## src/rtl/rxhold_pkg.sv

```systemverilog
package rxhold_pkg;

  typedef struct packed {
    logic ferr;
    logic perr;
  } rx_tag_t;

  // circular index advance for a buffer of 'depth' slots
  function automatic int unsigned wrap_next(int unsigned idx, int unsigned depth);
    return (idx + 1 >= depth) ? 0 : idx + 1;
  endfunction

  // occupancy after one cycle of push/pop
  function automatic int unsigned occ_next(int unsigned occ, logic push, logic pop);
    int unsigned res;
    res = occ;
    if (push && !pop) res = occ + 1;
    else if (pop && !push) res = occ - 1;
    return res;
  endfunction

  function automatic logic tag_bad(rx_tag_t t);
    return t.ferr | t.perr;
  endfunction

endpackage

```

## src/rtl/rxhold_fifo.sv

```systemverilog
module rxhold_fifo
  import rxhold_pkg::*;
#(
  parameter int DW    = 8,
  parameter int DEPTH = 2
) (
  input  logic          clk,
  input  logic          rst_n,
  input  logic          flush,
  input  logic          push,
  input  logic [DW-1:0] push_data,
  input  rx_tag_t       push_tag,
  input  logic          pop,
  output logic [DW-1:0] head_data,
  output rx_tag_t       head_tag,
  output logic          full,
  output logic          empty
);
  localparam int PTR_W = (DEPTH > 1) ? $clog2(DEPTH) : 1;
  localparam int CNT_W = $clog2(DEPTH + 1);

  logic [PTR_W-1:0] wr_ptr, rd_ptr;
  logic [CNT_W-1:0] occ_q;
  logic [DW-1:0]    data_arr [DEPTH];
  rx_tag_t          tag_arr  [DEPTH];

  genvar g;
  generate
    for (g = 0; g < DEPTH; g++) begin : g_slot
      logic [DW-1:0] slot_data;
      rx_tag_t       slot_tag;
      logic          slot_we;
      assign slot_we = push && (wr_ptr == PTR_W'(g));
      always_ff @(posedge clk or negedge rst_n) begin
        if (!rst_n) begin
          slot_data <= '0;
          slot_tag  <= '0;
        end else if (slot_we) begin
          slot_data <= push_data;
          slot_tag  <= push_tag;
        end
      end
      assign data_arr[g] = slot_data;
      assign tag_arr[g]  = slot_tag;
    end
  endgenerate

  always_ff @(posedge clk or negedge rst_n) begin
    if (!rst_n) begin
      wr_ptr <= '0;
      rd_ptr <= '0;
      occ_q  <= '0;
    end else if (flush) begin
      wr_ptr <= '0;
      rd_ptr <= '0;
      occ_q  <= '0;
    end else begin
      if (push) wr_ptr <= PTR_W'(wrap_next(32'(wr_ptr), DEPTH));
      if (pop)  rd_ptr <= PTR_W'(wrap_next(32'(rd_ptr), DEPTH));
      occ_q <= CNT_W'(occ_next(32'(occ_q), push, pop));
    end
  end

  assign head_data = data_arr[rd_ptr];
  assign head_tag  = tag_arr[rd_ptr];
  assign full      = (occ_q == CNT_W'(DEPTH));
  assign empty     = (occ_q == '0);

  // a push never lands on a full buffer unless a slot is freed that cycle
  p_push_room_r11: assert property (@(posedge clk) disable iff (!rst_n)
    push |-> (!full || pop));
  // a pop never happens on an empty buffer
  p_pop_nonempty_r10: assert property (@(posedge clk) disable iff (!rst_n)
    pop |-> !empty);

endmodule

```

## src/rtl/rxhold_wait.sv

```systemverilog
module rxhold_wait
  import rxhold_pkg::*;
#(
  parameter int DW = 8
) (
  input  logic          clk,
  input  logic          rst_n,
  input  logic          flush,
  input  logic          load,
  input  logic          unload,
  input  logic [DW-1:0] in_data,
  input  rx_tag_t       in_tag,
  output logic          valid,
  output logic [DW-1:0] out_data,
  output rx_tag_t       out_tag
);
  always_ff @(posedge clk or negedge rst_n) begin
    if (!rst_n) begin
      valid    <= 1'b0;
      out_data <= '0;
      out_tag  <= '0;
    end else if (flush) begin
      valid <= 1'b0;
    end else if (load) begin
      valid    <= 1'b1;
      out_data <= in_data;
      out_tag  <= in_tag;
    end else if (unload) begin
      valid <= 1'b0;
    end
  end

  // the stage only empties through an unload or a flush
  p_wait_keep_r10: assert property (@(posedge clk) disable iff (!rst_n)
    (valid && !unload && !flush) |=> valid);

endmodule

```

## src/rtl/rxhold_status.sv

```systemverilog
module rxhold_status (
  input  logic clk,
  input  logic rst_n,
  input  logic rx_en,
  input  logic ovf_set,
  input  logic ovf_clr,
  input  logic tagged_accept,
  output logic ovf_flag,
  output logic err_pulse
);
  always_ff @(posedge clk or negedge rst_n) begin
    if (!rst_n) begin
      ovf_flag  <= 1'b0;
      err_pulse <= 1'b0;
    end else if (!rx_en) begin
      ovf_flag  <= 1'b0;
      err_pulse <= 1'b0;
    end else begin
      if (ovf_set)      ovf_flag <= 1'b1;
      else if (ovf_clr) ovf_flag <= 1'b0;
      err_pulse <= ovf_set | tagged_accept;
    end
  end

  // the flag only rises after a detected overflow condition
  p_ovf_rise_r3: assert property (@(posedge clk) disable iff (!rst_n)
    $rose(ovf_flag) |-> $past(ovf_set));
  // disabling the receiver clears the flag
  p_flush_clear_r7: assert property (@(posedge clk) disable iff (!rst_n)
    !rx_en |=> !ovf_flag);
  // a clear without a competing set empties the flag
  p_clear_r8: assert property (@(posedge clk) disable iff (!rst_n)
    (rx_en && ovf_clr && !ovf_set) |=> !ovf_flag);
  // an overflow event is reported on the error pulse
  p_err_on_ovf_r9: assert property (@(posedge clk) disable iff (!rst_n)
    (rx_en && ovf_set) |=> err_pulse);

endmodule

```

## src/rtl/rxhold_top.sv

```systemverilog
module rxhold_top
  import rxhold_pkg::*;
#(
  parameter int DW         = 8,
  parameter int HOLD_DEPTH = 2
) (
  input  logic          clk,
  input  logic          rst_n,
  input  logic          rx_en,
  input  logic          chr_done,
  input  logic [DW-1:0] chr_data,
  input  logic          chr_ferr,
  input  logic          chr_perr,
  input  logic          start_seen,
  input  logic          rd_strobe,
  input  logic          ovf_clr,
  output logic [DW-1:0] rd_data,
  output logic          rd_ferr,
  output logic          rd_perr,
  output logic          not_empty,
  output logic          ovf_flag,
  output logic          err_pulse
);
  rx_tag_t       in_tag, wait_tag, head_tag, push_tag;
  logic [DW-1:0] wait_data, head_data, push_data;
  logic          fifo_full, fifo_empty, wait_valid;

  // named internal events
  logic pop_fire, room, new_ok, accept_chr, drop_chr;
  logic direct_push, wait_load, wait_unload, push_fire;
  logic ovf_set, tagged_accept, flush;

  assign in_tag      = '{ferr: chr_ferr, perr: chr_perr};
  assign flush       = !rx_en;
  assign pop_fire    = rx_en && rd_strobe && !fifo_empty;
  assign room        = !fifo_full || pop_fire;
  assign new_ok      = rx_en && chr_done && !ovf_flag;
  assign wait_unload = rx_en && wait_valid && room;
  assign accept_chr  = new_ok && !(wait_valid && !room);
  assign drop_chr    = rx_en && chr_done && !accept_chr;
  assign direct_push = accept_chr && !wait_valid && room;
  assign wait_load   = accept_chr && !direct_push;
  assign push_fire   = wait_unload || direct_push;
  assign push_data   = wait_valid ? wait_data : chr_data;
  assign push_tag    = wait_valid ? wait_tag  : in_tag;
  assign ovf_set     = rx_en && start_seen && fifo_full && wait_valid && !pop_fire;
  assign tagged_accept = accept_chr && tag_bad(in_tag);

  rxhold_fifo #(.DW(DW), .DEPTH(HOLD_DEPTH)) fifo_i (
    .clk       (clk),
    .rst_n     (rst_n),
    .flush     (flush),
    .push      (push_fire),
    .push_data (push_data),
    .push_tag  (push_tag),
    .pop       (pop_fire),
    .head_data (head_data),
    .head_tag  (head_tag),
    .full      (fifo_full),
    .empty     (fifo_empty)
  );

  rxhold_wait #(.DW(DW)) wait_i (
    .clk      (clk),
    .rst_n    (rst_n),
    .flush    (flush),
    .load     (wait_load),
    .unload   (wait_unload),
    .in_data  (chr_data),
    .in_tag   (in_tag),
    .valid    (wait_valid),
    .out_data (wait_data),
    .out_tag  (wait_tag)
  );

  rxhold_status status_i (
    .clk           (clk),
    .rst_n         (rst_n),
    .rx_en         (rx_en),
    .ovf_set       (ovf_set),
    .ovf_clr       (ovf_clr),
    .tagged_accept (tagged_accept),
    .ovf_flag      (ovf_flag),
    .err_pulse     (err_pulse)
  );

  assign not_empty = !fifo_empty;
  assign rd_data   = not_empty ? head_data     : '0;
  assign rd_ferr   = not_empty && head_tag.ferr;
  assign rd_perr   = not_empty && head_tag.perr;

  // a waiting character exists only behind a full buffer
  p_wait_full_r11: assert property (@(posedge clk) disable iff (!rst_n)
    wait_valid |-> fifo_full);
  // nothing is accepted while the overflow flag is set
  p_no_accept_ovf_r4: assert property (@(posedge clk) disable iff (!rst_n)
    (ovf_flag && chr_done) |-> !accept_chr);
  // a dropped character changes neither the buffer nor the waiting stage
  p_drop_no_store_r11: assert property (@(posedge clk) disable iff (!rst_n)
    (drop_chr && !pop_fire) |=> (wait_valid == $past(wait_valid)) && (fifo_full == $past(fifo_full)));
  // storage never drains without a read or a flush
  p_no_silent_drain_r2: assert property (@(posedge clk) disable iff (!rst_n)
    (!fifo_empty && !pop_fire && rx_en) |=> !fifo_empty);

endmodule

```

## config.mk

```make
export PLATFORM = sky130hd
export DESIGN_NAME = rxhold_top
export DESIGN_NICKNAME = d
export VERILOG_FILES = /design/src/rtl/rxhold_pkg.sv /design/src/rtl/rxhold_fifo.sv /design/src/rtl/rxhold_wait.sv /design/src/rtl/rxhold_status.sv /design/src/rtl/rxhold_top.sv
export SDC_FILE = /design/constraint.sdc
export NUM_CORES = 1
export LEC_CHECK = 0
export BUFFER_PORTS_ARGS = -buffer_cell sky130_fd_sc_hd__buf_2
export CORE_MARGIN = 4
export CORE_UTILIZATION = 45
export CTS_CLUSTER_SIZE = 8
export DETAILED_ROUTE_END_ITERATION = 6
export PLACE_DENSITY_LB_ADDON = 0.15
export RECOVER_POWER = 50
export SETUP_SLACK_MARGIN = 0.4
export SLEW_MARGIN = 0
export SYNTH_ARGS = -nofsm -noshare
export SYNTH_HDL_FRONTEND = slang
export SYNTH_SLANG_ARGS = --single-unit
```

## constraint.sdc

```tcl
create_clock -name clk -period 1.75 [get_ports clk]
set_input_delay 0.2625 -clock clk [delete_from_list [all_inputs] [get_ports clk]]
set_output_delay 0.2625 -clock clk [all_outputs]
set_load 0.02 [all_outputs]
```

== Yosys cells after proc, flatten, opt, wreduce, memory -nomap -nowiden ==
Index checks and enable logic that the tools add are counted.
Word-level totals
  output and inout bits: 13
  register bits: 37
Cells by class
  bitwise gates (word level): 4
  equality and inequality tests: 6
  magnitude comparators: 3
  muxes and demuxes: 25
  add/sub/neg operators: 4
  reductions and logical operators: 35
Operators by type and width (number)
  $mux W8: 5
  $logic_and A1 B1 Y1: 22
  $mux W2: 7
  $mux W1: 13
  $logic_not A1 Y1: 9
  $ne A3 B1 Y1 const B: 3
  $ge A2 B2 Y1 const B: 3
  $add A1 B1 Y2 const B: 2
  $ne A2 B1 Y1 const B: 2
  $add A2 B1 Y2 const B: 1
  $eq A2 B2 Y1 const B: 1
  $logic_not A2 Y1: 1
  $logic_or A1 B1 Y1: 2
  $not A1 Y2: 1
  $or A1 B1 Y1: 2
  $reduce_and A2 Y1: 1
  $sub A2 B1 Y2 const B: 1
  $not A1 Y1: 1

== Depth between registers and ports, before layout ==
Gate-level depths: netlist of the first run.
  depth in word-level cells: 16
  depth in mapped cells: 6
  depth with buffers taken out: 4

== Hierarchy ==
From an unflattened synthesis of the first run, not the netlist that was laid out.
Second synthesis, totals
  cells, all modules: 145
  area, all modules: 1994.4 um2
Modules (own cells, without submodules)
  rxhold_fifo: times used 1, area an instance 1131.1 um2, cells each 74
  rxhold_wait: times used 1, area an instance 474.2 um2, cells each 26
  rxhold_top: times used 1, area an instance 310.3 um2, cells each 40
  rxhold_status: times used 1, area an instance 78.8 um2, cells each 5

== Least setup slack after synthesis of the first run ==
Ideal clock, no wire load.
  kind: register -> register
  from: register status_i.ovf_flag
  to: register wait_i.out_data[0]
  path buffers: 1
  setup slack: 200 ps
  cell stages (with the launch flop): 6
  arrival time: 1425 ps
  library setup time: 125 ps
  cell sequence: dfrtp_1 > nor2b_1 > and2_1 > o21a_1 > buf_6 > mux2_4
On the way
  word-level cells in the longest chain between the ends: 8
Ends and longest elaborated chain
  start: declaration: line rxhold_status.sv:8  | output logic ovf_flag,
  start signal: assignment: line rxhold_status.sv:13  | ovf_flag <= 1'b0;
  start signal: assignment: line rxhold_status.sv:16  | ovf_flag <= 1'b0;
  start signal: assignment: line rxhold_status.sv:19  | if (ovf_set) ovf_flag <= 1'b1;
  $logic_not A1 Y1 *: line rxhold_top.sv:37  | assign new_ok = rx_en && chr_done && !ovf_flag;
  $logic_and A1 B1 Y1 *: line rxhold_top.sv:37
  $logic_and A1 B1 Y1 *: line rxhold_top.sv:39  | assign accept_chr = new_ok && !(wait_valid && !room);
  $logic_and A1 B1 Y1 (2 in a row): line rxhold_top.sv:41  | assign direct_push = accept_chr && !wait_valid && room;
  $logic_not A1 Y1: line rxhold_top.sv:42  | assign wait_load = accept_chr && !direct_push;
  $logic_and A1 B1 Y1 *: line rxhold_top.sv:42
  $reduce_and A2 Y1 (no source line) *
  end signal: assignment: line rxhold_wait.sv:26  | out_data <= in_data;
  end: declaration: line rxhold_wait.sv:14  | output logic [DW-1:0] out_data,
Mark *: on every way between the ends. The rest lies on a longest branch, timed or not.
A chain may end at the register's enable or synchronous reset.

== Final worst setup path of the first run ==
  from: register fifo_i.occ_q[0]
  to: register wait_i.out_tag[0] (netlist name)
On the way
  word-level cells in the longest chain between the ends: 13
Ends and longest elaborated chain
  start: declaration: line rxhold_fifo.sv:23  | logic [CNT_W-1:0] occ_q;
  start signal: assignment: line rxhold_fifo.sv:60  | occ_q <= CNT_W'(occ_next(32'(occ_q), push, pop));
  $logic_not A2 Y1: line rxhold_fifo.sv:67  | assign empty = (occ_q == '0);
  $logic_not A1 Y1: line rxhold_top.sv:35  | assign pop_fire = rx_en && rd_strobe && !fifo_empty;
  $logic_and A1 B1 Y1: line rxhold_top.sv:35
  $logic_or A1 B1 Y1 *: line rxhold_top.sv:36  | assign room = !fifo_full || pop_fire;
  $logic_not A1 Y1: line rxhold_top.sv:39
  $logic_and A1 B1 Y1: line rxhold_top.sv:39
  $logic_not A1 Y1: line rxhold_top.sv:39
  $logic_and A1 B1 Y1: line rxhold_top.sv:39
  $logic_and A1 B1 Y1 (2 in a row): line rxhold_top.sv:41
  $logic_not A1 Y1: line rxhold_top.sv:42
  $logic_and A1 B1 Y1 *: line rxhold_top.sv:42
  $reduce_and A2 Y1 (no source line) *
  end signal: assignment: line rxhold_wait.sv:27  | out_tag <= in_tag;
  end: declaration: line rxhold_wait.sv:15  | output rx_tag_t out_tag
Marks and branches as above.

==> flow_metrics.env, run 1 <==
export IMPL_placed_cells=248
export IMPL_grt_max_degree=20
export IMPL_cp_end_kind="register"
export IMPL_ir_drop_mv=0.663
export IMPL_cts_sinks=37
export IMPL_path_class="register to register"
export IMPL_cts_root_buf="clkbuf_8"
export IMPL_antenna_found_initial=0
export IMPL_comb_power_share=0.231
export IMPL_num_nets_final=233
export IMPL_wl_met3_um=199
export IMPL_yosysSeqAreaShare=0.511
export IMPL_crit_path_start_kind="register"
export IMPL_hp_class="input pin to register"
export IMPL_clock_skew_final_ns=0.00413
export IMPL_synth_cell_types=27
export IMPL_rows=22
export IMPL_crit_arrival_ns=1.79
export IMPL_highest_layer="met4"
export IMPL_dieArea_mm2=0.00511
export IMPL_drive_gt1_frac=0.410
export IMPL_status="completed"
export IMPL_gr_usage_all_layers=0.179
export IMPL_die_w_um=71.5
export IMPL_gp_congestion=0.802
export IMPL_grt_pass1_wl_um=7040
export IMPL_synth_fa_ha_area_frac=0
export IMPL_synth_seq_cells=37
export IMPL_drtPass1Iterations=4
export IMPL_vias=1430
export IMPL_htreeDepth=2
export IMPL_clk_latency_ns=0.29
export IMPL_relSlewSlack=0.257
export IMPL_p_sw_frac=0.289
export IMPL_hpwl_um=2870
export IMPL_power_frac_clock=0.280
export IMPL_synth_top_family_by_area="multiplexers"
export IMPL_cts_buffers=5
export IMPL_intPower_mw=1.67
export IMPL_final_cell_mix="dfrtp_1, buf_2, mux2i_1, nand2_1"
export IMPL_syn_nets=188
export IMPL_wl_per_cell_um=16.6
export IMPL_yosysWarnings=0
export IMPL_syn_inst=171
export IMPL_viasPerCell=5.40
export IMPL_initial_core_util=0.481
export IMPL_seqPwrFrac=0.490
export IMPL_yosys_area_share_simple=0.124
export IMPL_dr_wl_met2_um=2250
export IMPL_die_h_um=71.5
export IMPL_grt_setup_unrepaired="true"
export IMPL_leakage_nw=1.07
export IMPL_max_slew_worst_pin_slew_ns=1.11
export IMPL_crit_fanout=5
export IMPL_n_antenna_cell=0
export IMPL_cts_max_path_buffers=2
export IMPL_syn_area_mm2=0.00181
export IMPL_synth_xor_area_share=0.00966
export IMPL_required_ns=1.93
export IMPL_slew_viol_final=0
export IMPL_routed_wl_um=4410
export IMPL_syn_area_per_cell_um2=10.6
export IMPL_max_freq_mhz=622
export IMPL_stdcell_count=265
export IMPL_tritoncts="built"
export IMPL_final_common_cell="dfrtp_1"
export IMPL_synth_compound_area_frac=0.124
export IMPL_drv_cap=0
export IMPL_syn2layout_area_growth_pct=32.7
export IMPL_setup_viol=0
export IMPL_p_sw_mw=0.677
export IMPL_detail_route_antenna_nets=0
export IMPL_core_mm2=0.00377
export IMPL_drc=0
export IMPL_min_period_ns=1.61
export IMPL_p_per_area_mw_per_mm2=975
export IMPL_grt_pass1_vias=1456
export IMPL_io_buffer_count=29
export IMPL_pin_count=30
export IMPL_finalCritPeriodShare=0.919
export IMPL_clk_pin_slew_ns=0.07
export IMPL_hold_viol=0
export IMPL_wl_met1_um=1880
export IMPL_fin_setup_tns_ns=0
export IMPL_drt_iter0_markers=32
export IMPL_overflow=0
export IMPL_synth_area_mux_share=0.193
export IMPL_fill_cells=309
-- routing by layer --
layer / vias to the layer above / global-route usage
li1: 681 / -
met1: 702 / 0.223
met2: 39 / 0.300
met3: 8 / 0.0505
met4: 0 / 0.0564
met5: - / 0
-- power groups by stage --
| stage | Combinational, mW | Clock [mW] | Sequential [mW] |
|---|---|---|---|
| floorplan | 0.323 | 0 | 1.11 |
| global placement | 0.441 | 0 | 1.13 |
| detailed placement | 0.461 | 0 | 1.14 |
| CTS | 0.486 | 0.671 | 1.13 |
| global route | 0.600 | 0.711 | 1.17 |
| finish | 0.541 | 0.656 | 1.15 |
-- flip-flops by register name (all words and copies together) (netlist names) --
register                 flops
fifo_i.g_slot.slot_tag       4
fifo_i.rd_ptr                1
wait_i.valid                 1
wait_i.out_data              8
status_i.err_pulse           1
fifo_i.g_slot.slot_data     16
fifo_i.wr_ptr                1
fifo_i.occ_q                 2
status_i.ovf_flag            1
wait_i.out_tag               2
-- timing repair --
action / 4_1_cts / 5_1_grt
cloned: 1 / 1
endpoints found under the setup margin: 32 / 40
buffers inserted: 5 / 1
hold endpoints to repair: 18 / 0
pin swaps: 1 / 2
gates resized for setup: 7 / 32
hold buffers: 1 / 0
-- cell families (layout without fill, tap and decap cells) --
| group | count (synthesis) | in the layout |
|---|---|---|
| buffers and inverters | 14 | 60 |
| XOR/XNOR | 2 | 2 |
| multiplexers | 30 | 30 |
| AO/OA/AOI/OAI | 37 | 37 |
| flip-flops | 37 | 37 |
| AND/OR/NAND/NOR | 51 | 51 |
-- worst paths after layout --
check                      depth (start not counted)  slack [ns]                          from                      endpoint
setup / recovery                                   5        0.14               fifo_i.occ_q[0]             wait_i.out_tag[0]
hold / removal                                     2        0.22                   chr_data[1]            wait_i.out_data[1]
setup reg to reg                                   5        0.14               fifo_i.occ_q[0]             wait_i.out_tag[0]
hold reg to reg                                    2        0.48  fifo_i.g_slot[0].slot_tag[1]  fifo_i.g_slot[0].slot_tag[1]
max in group asynchronous                          2        0.30                         rst_n               fifo_i.occ_q[1]
min in group asynchronous                          2        0.71                         rst_n            wait_i.out_data[3]
-- synth_stat cells, drive strengths merged --
cell type,number,area share
a21boi,1,0.0041
a21oi,14,0.039
a221oi,1,0.0083
a311oi,1,0.0048
a32oi,1,0.0048
a41o,1,0.0055
and2,4,0.014
and2b,1,0.0041
buf,9,0.028
clkbuf,1,0.0021
dfrtp,37,0.51
inv,4,0.0083
mux2,10,0.083
mux2i,20,0.11
nand2,15,0.031
nand2b,3,0.010
nor2,23,0.048
nor2b,4,0.014
nor3,1,0.0028
o211ai,1,0.0041
o21a,1,0.0041
o21ai,13,0.036
o221ai,1,0.0048
o22ai,1,0.0035
o311a,1,0.0055
xnor2,2,0.0097
-- per-stage QoR --
step	hold WS, ns	total power, mW	utilization	cell area [um^2]	worst slack (ns)
final	0.224	2.35	0.638	2410	0.141
after global routing	0.218	2.48	0.638	2410	0.0717
after CTS	0.214	2.28	0.604	2280	0.180
after detailed placement	0.238	1.61	0.556	2100	0.191
after global placement	0.231	1.58	0.556	2100	0.248
after floorplan	-0.0331	1.44	-	1830	0.307
-- cell type report --
class	instances	area (um^2)	share of cell area
multi-input combinational	120	925	0.384
sequential	37	928	0.386
tap	48	60.1	0.0250
inverter	4	15.0	0.00624
clock inverter	1	5.00	0.00208
timing repair buffer	48	377	0.157
clock buffer	7	96.3	0.0400
-- worst max-delay path: stages, from the launching register on --
cell       delay, ns
dfrtp_1         0.43
and2b_2         0.28
a21oi_2         0.13
o21a_2          0.20
clkbuf_16       0.17
mux2_4          0.29
Power figures use the tool's default switching activity.
==> inputs of run 2 (changes only) <==
--- a/config.mk
+++ b/config.mk
@@ -5,6 +5,7 @@
 export SDC_FILE = /design/constraint.sdc
 export NUM_CORES = 1
 export LEC_CHECK = 0
+export ABC_AREA = 1
 export BUFFER_PORTS_ARGS = -buffer_cell sky130_fd_sc_hd__buf_2
 export CORE_MARGIN = 4
 export CORE_UTILIZATION = 45
==> run 2 against run 1 <==
Compared with the run above: critical endpoint is now rd_perr; global-route usage is 0.90 points higher; via count grew 13%; combinational power grew 140%; power is 42% higher; utilization shrank 0.96 points; sequential share of layout area down 2.2 points; flip-flop and latch count stayed put; die area grew 5.4%; synthesized area is 6.1% higher; largest power group is now combinational logic.
==> flow_metrics.env, run 2 <==
export IMPL_core_mm2=0.00406
export IMPL_die_h_um=73.4
export IMPL_syn_nets=248
export IMPL_rrSetupSlack_ns=0.32
export IMPL_initial_core_util=0.474
export IMPL_drtPass1Iterations=4
export IMPL_synth_cell_types=22
export IMPL_cts_root_buf="clkbuf_8"
export IMPL_vias=1619
export IMPL_crit_path_start_kind="register"
export IMPL_io_buffer_count=29
export IMPL_syn_area_per_cell_um2=8.33
export IMPL_final_cell_mix="nand2_1, dfrtp_1, inv_1, o21ai_2, buf_4"
export IMPL_drv_cap=0
export IMPL_hold_buffers=0
export IMPL_ir_drop_mv=0.637
export IMPL_crit_end="rd_perr"
export IMPL_cts_sinks=37
export IMPL_async_reset_ff_frac=1.00
export IMPL_slew_viol_final=0
export IMPL_cpLargestDelayFamily="flip-flops"
export IMPL_synthTopCellsByArea="dfrtp_1, nand2_1, o21ai_2, inv_1, o21ai_0"
export IMPL_overflow=0
export IMPL_die_w_um=73.4
export IMPL_rows=23
export IMPL_synth_seq_cells=37
export IMPL_placed_cells=304
export IMPL_finalPower_mw=3.34
export IMPL_clock_skew_final_ns=0.00669
export IMPL_hold_viol=0
export IMPL_whs_ns=0.145
export IMPL_antenna_found_initial=0
export IMPL_hp_class="input pin to register"
export IMPL_cp_startpoint="fifo_i.occ_q[0]"
export IMPL_leakage_nw=1.26
export IMPL_viasPerCell=4.89
export IMPL_cts_buffers=5
export IMPL_tritoncts="built"
export IMPL_required_ns=1.49
export IMPL_rr_worst_depth=8
export IMPL_yosysWarnings=0
export IMPL_detail_route_antenna_nets=0
export IMPL_p_per_area_mw_per_mm2=1310
export IMPL_gr_usage_all_layers=0.188
export IMPL_crit_arrival_ns=1.28
export IMPL_regMostFlops="fifo_i.g_slot.slot_data"
export IMPL_grt_pass1_wl_um=7650
export IMPL_path_depth=5
export IMPL_drc=0
export IMPL_wl_per_cell_um=13.3
export IMPL_dieArea_mm2=0.00538
export IMPL_clk_latency_ns=0.29
export IMPL_syn_inst=231
export IMPL_grt_setup_unrepaired="true"
export IMPL_synth_common_cells="nand2_1, dfrtp_1, inv_1"
export IMPL_grt_pass1_vias=1626
export IMPL_fin_setup_tns_ns=0
export IMPL_synth_edff_count=0
export IMPL_cp_end_kind="output pin"
export IMPL_max_freq_mhz=648
export IMPL_syn_area_mm2=0.00192
export IMPL_path_class="register to output pin"
export IMPL_fill_cells=357
export IMPL_gp_congestion=0.803
export IMPL_grt_max_degree=38
export IMPL_drt_iter0_markers=114
export IMPL_yosysTopAreaCellShare=0.481
export IMPL_min_period_ns=1.54
export IMPL_clk_pin_slew_ns=0.07
export IMPL_r2r_start="fifo_i.occ_q[0]"
export IMPL_status="completed"
export IMPL_cp_slowest_cell="dfrtp_1"
export IMPL_path_cells="inv_4 > nand2_8 > o21ai_1 > a21oi_4 > buf_6"
export IMPL_hpwl_um=2660
export IMPL_final_common_cell="nand2_1"
export IMPL_n_antenna_cell=0
export IMPL_stdcell_count=331
export IMPL_drive_gt1_frac=0.399
export IMPL_synth_most_common_cell="nand2_1"
export IMPL_syn2layout_area_growth_pct=32.6
export IMPL_yosysSeqAreaShare=0.481
export IMPL_cts_max_path_buffers=2
export IMPL_cp_num_buf_inv=2
export IMPL_relSlewSlack=0.376
export IMPL_setup_viol=0
export IMPL_pin_count=30
export IMPL_synthFlopType="dfrtp_1"
export IMPL_fin_util=0.628
export IMPL_htreeDepth=2
export IMPL_synth_largest_area_cell="dfrtp_1"
export IMPL_max_slew_worst_pin_slew_ns=0.936
export IMPL_largestRegisters="fifo_i.g_slot.slot_data: 16 flops, wait_i.out_data: 8 flops, fifo_i.g_slot.slot_tag: 4 flops"
export IMPL_routed_wl_um=4410
export IMPL_num_nets_final=297
export IMPL_finalCritPeriodShare=0.882
export IMPL_r2r_end="wait_i.out_data[5]"
export IMPL_crit_fanout=6
export IMPL_cp_slowest_stage_delay_ns=0.41
export IMPL_largest_register_ffs=16
## run 2: cell types whose count changed after synthesis, moves of 5 or more
cell     previous run  this run
nand2_2             0         5
mux2_4             10         0
nor2_1             23         4
mux2i_1            20         0
buf_6               1         6
o21ai_2             0        20
buf_2               8         1
inv_1               4        29
nand2_1            15        74
o21ai_0            13        21
## run 2: cells by family (layout without fill, tap and decap cells)
| kind of cell | count (synthesis) | after routing | synth area share |
|---|---|---|---|
| buffers and inverters | 43 | 90 | 0.110 |
| AND/OR/NAND/NOR | 95 | 98 | 0.219 |
| flip-flops | 37 | 37 | 0.481 |
| AO/OA/AOI/OAI | 56 | 56 | 0.189 |
## run 2: repair_timing
action	4_1_cts	5_1_grt
gates resized for setup	41	15
endpoints found under the setup margin	43	39
cloned	3	0
buffers inserted	15	1
pin swaps	5	2
## run 2: worst min path at each step
stage | from | to | slack [ns] | cells after the start
2_1_floorplan | rst_n | fifo_i.g_slot[0].slot_data[0] | -0.03 | 0
3_3_place_gp | rst_n | fifo_i.occ_q[0] | 0.34 | 2
3_5_place_dp | rst_n | fifo_i.g_slot[1].slot_data[3] | 0.34 | 2
4_1_cts | rst_n | fifo_i.g_slot[0].slot_data[7] | 0.03 | 2
5_1_grt | ovf_clr | status_i.ovf_flag | 0.14 | 2
6_report | ovf_clr | status_i.ovf_flag | 0.15 | 2
## run 2: cell type report
type                       count  area (um^2)  share of cell area
timing repair buffer          50          368               0.144
clock buffer                   6         82.6              0.0324
inverter                      32          131              0.0515
clock inverter                 2         37.5              0.0147
multi-input combinational    154          941               0.369
tap                           50         62.6              0.0245
sequential                    37          927               0.364
## run 2: routing by layer
metal | up-vias | wire (um) | part of all wire | track usage
met1 | 752 | 2100 | 0.48 | 0.259
met5 | - | 0 | 0 | 0
met2 | 31 | 2070 | 0.47 | 0.292
met4 | 0 | 53 | 0.012 | 0.0604
li1 | 830 | - | - | -
met3 | 6 | 182 | 0.041 | 0.0451
## run 2: power breakdown
group	internal [mW]	leakage (nW)	switching, mW
Clock	0.463	0.0574	0.311
Sequential	1.14	0.467	0.137
Combinational	0.555	0.733	0.738
Total	2.15	1.26	1.19
## run 2: per-stage QoR
step | cell area, um^2 | setup slack (ns)
after global placement | 2130 | 0.201
after global routing | 2550 | 0.153
final | 2550 | 0.207
after floorplan | 1960 | 0.420
after CTS | 2480 | 0.235
after detailed placement | 2130 | 0.188
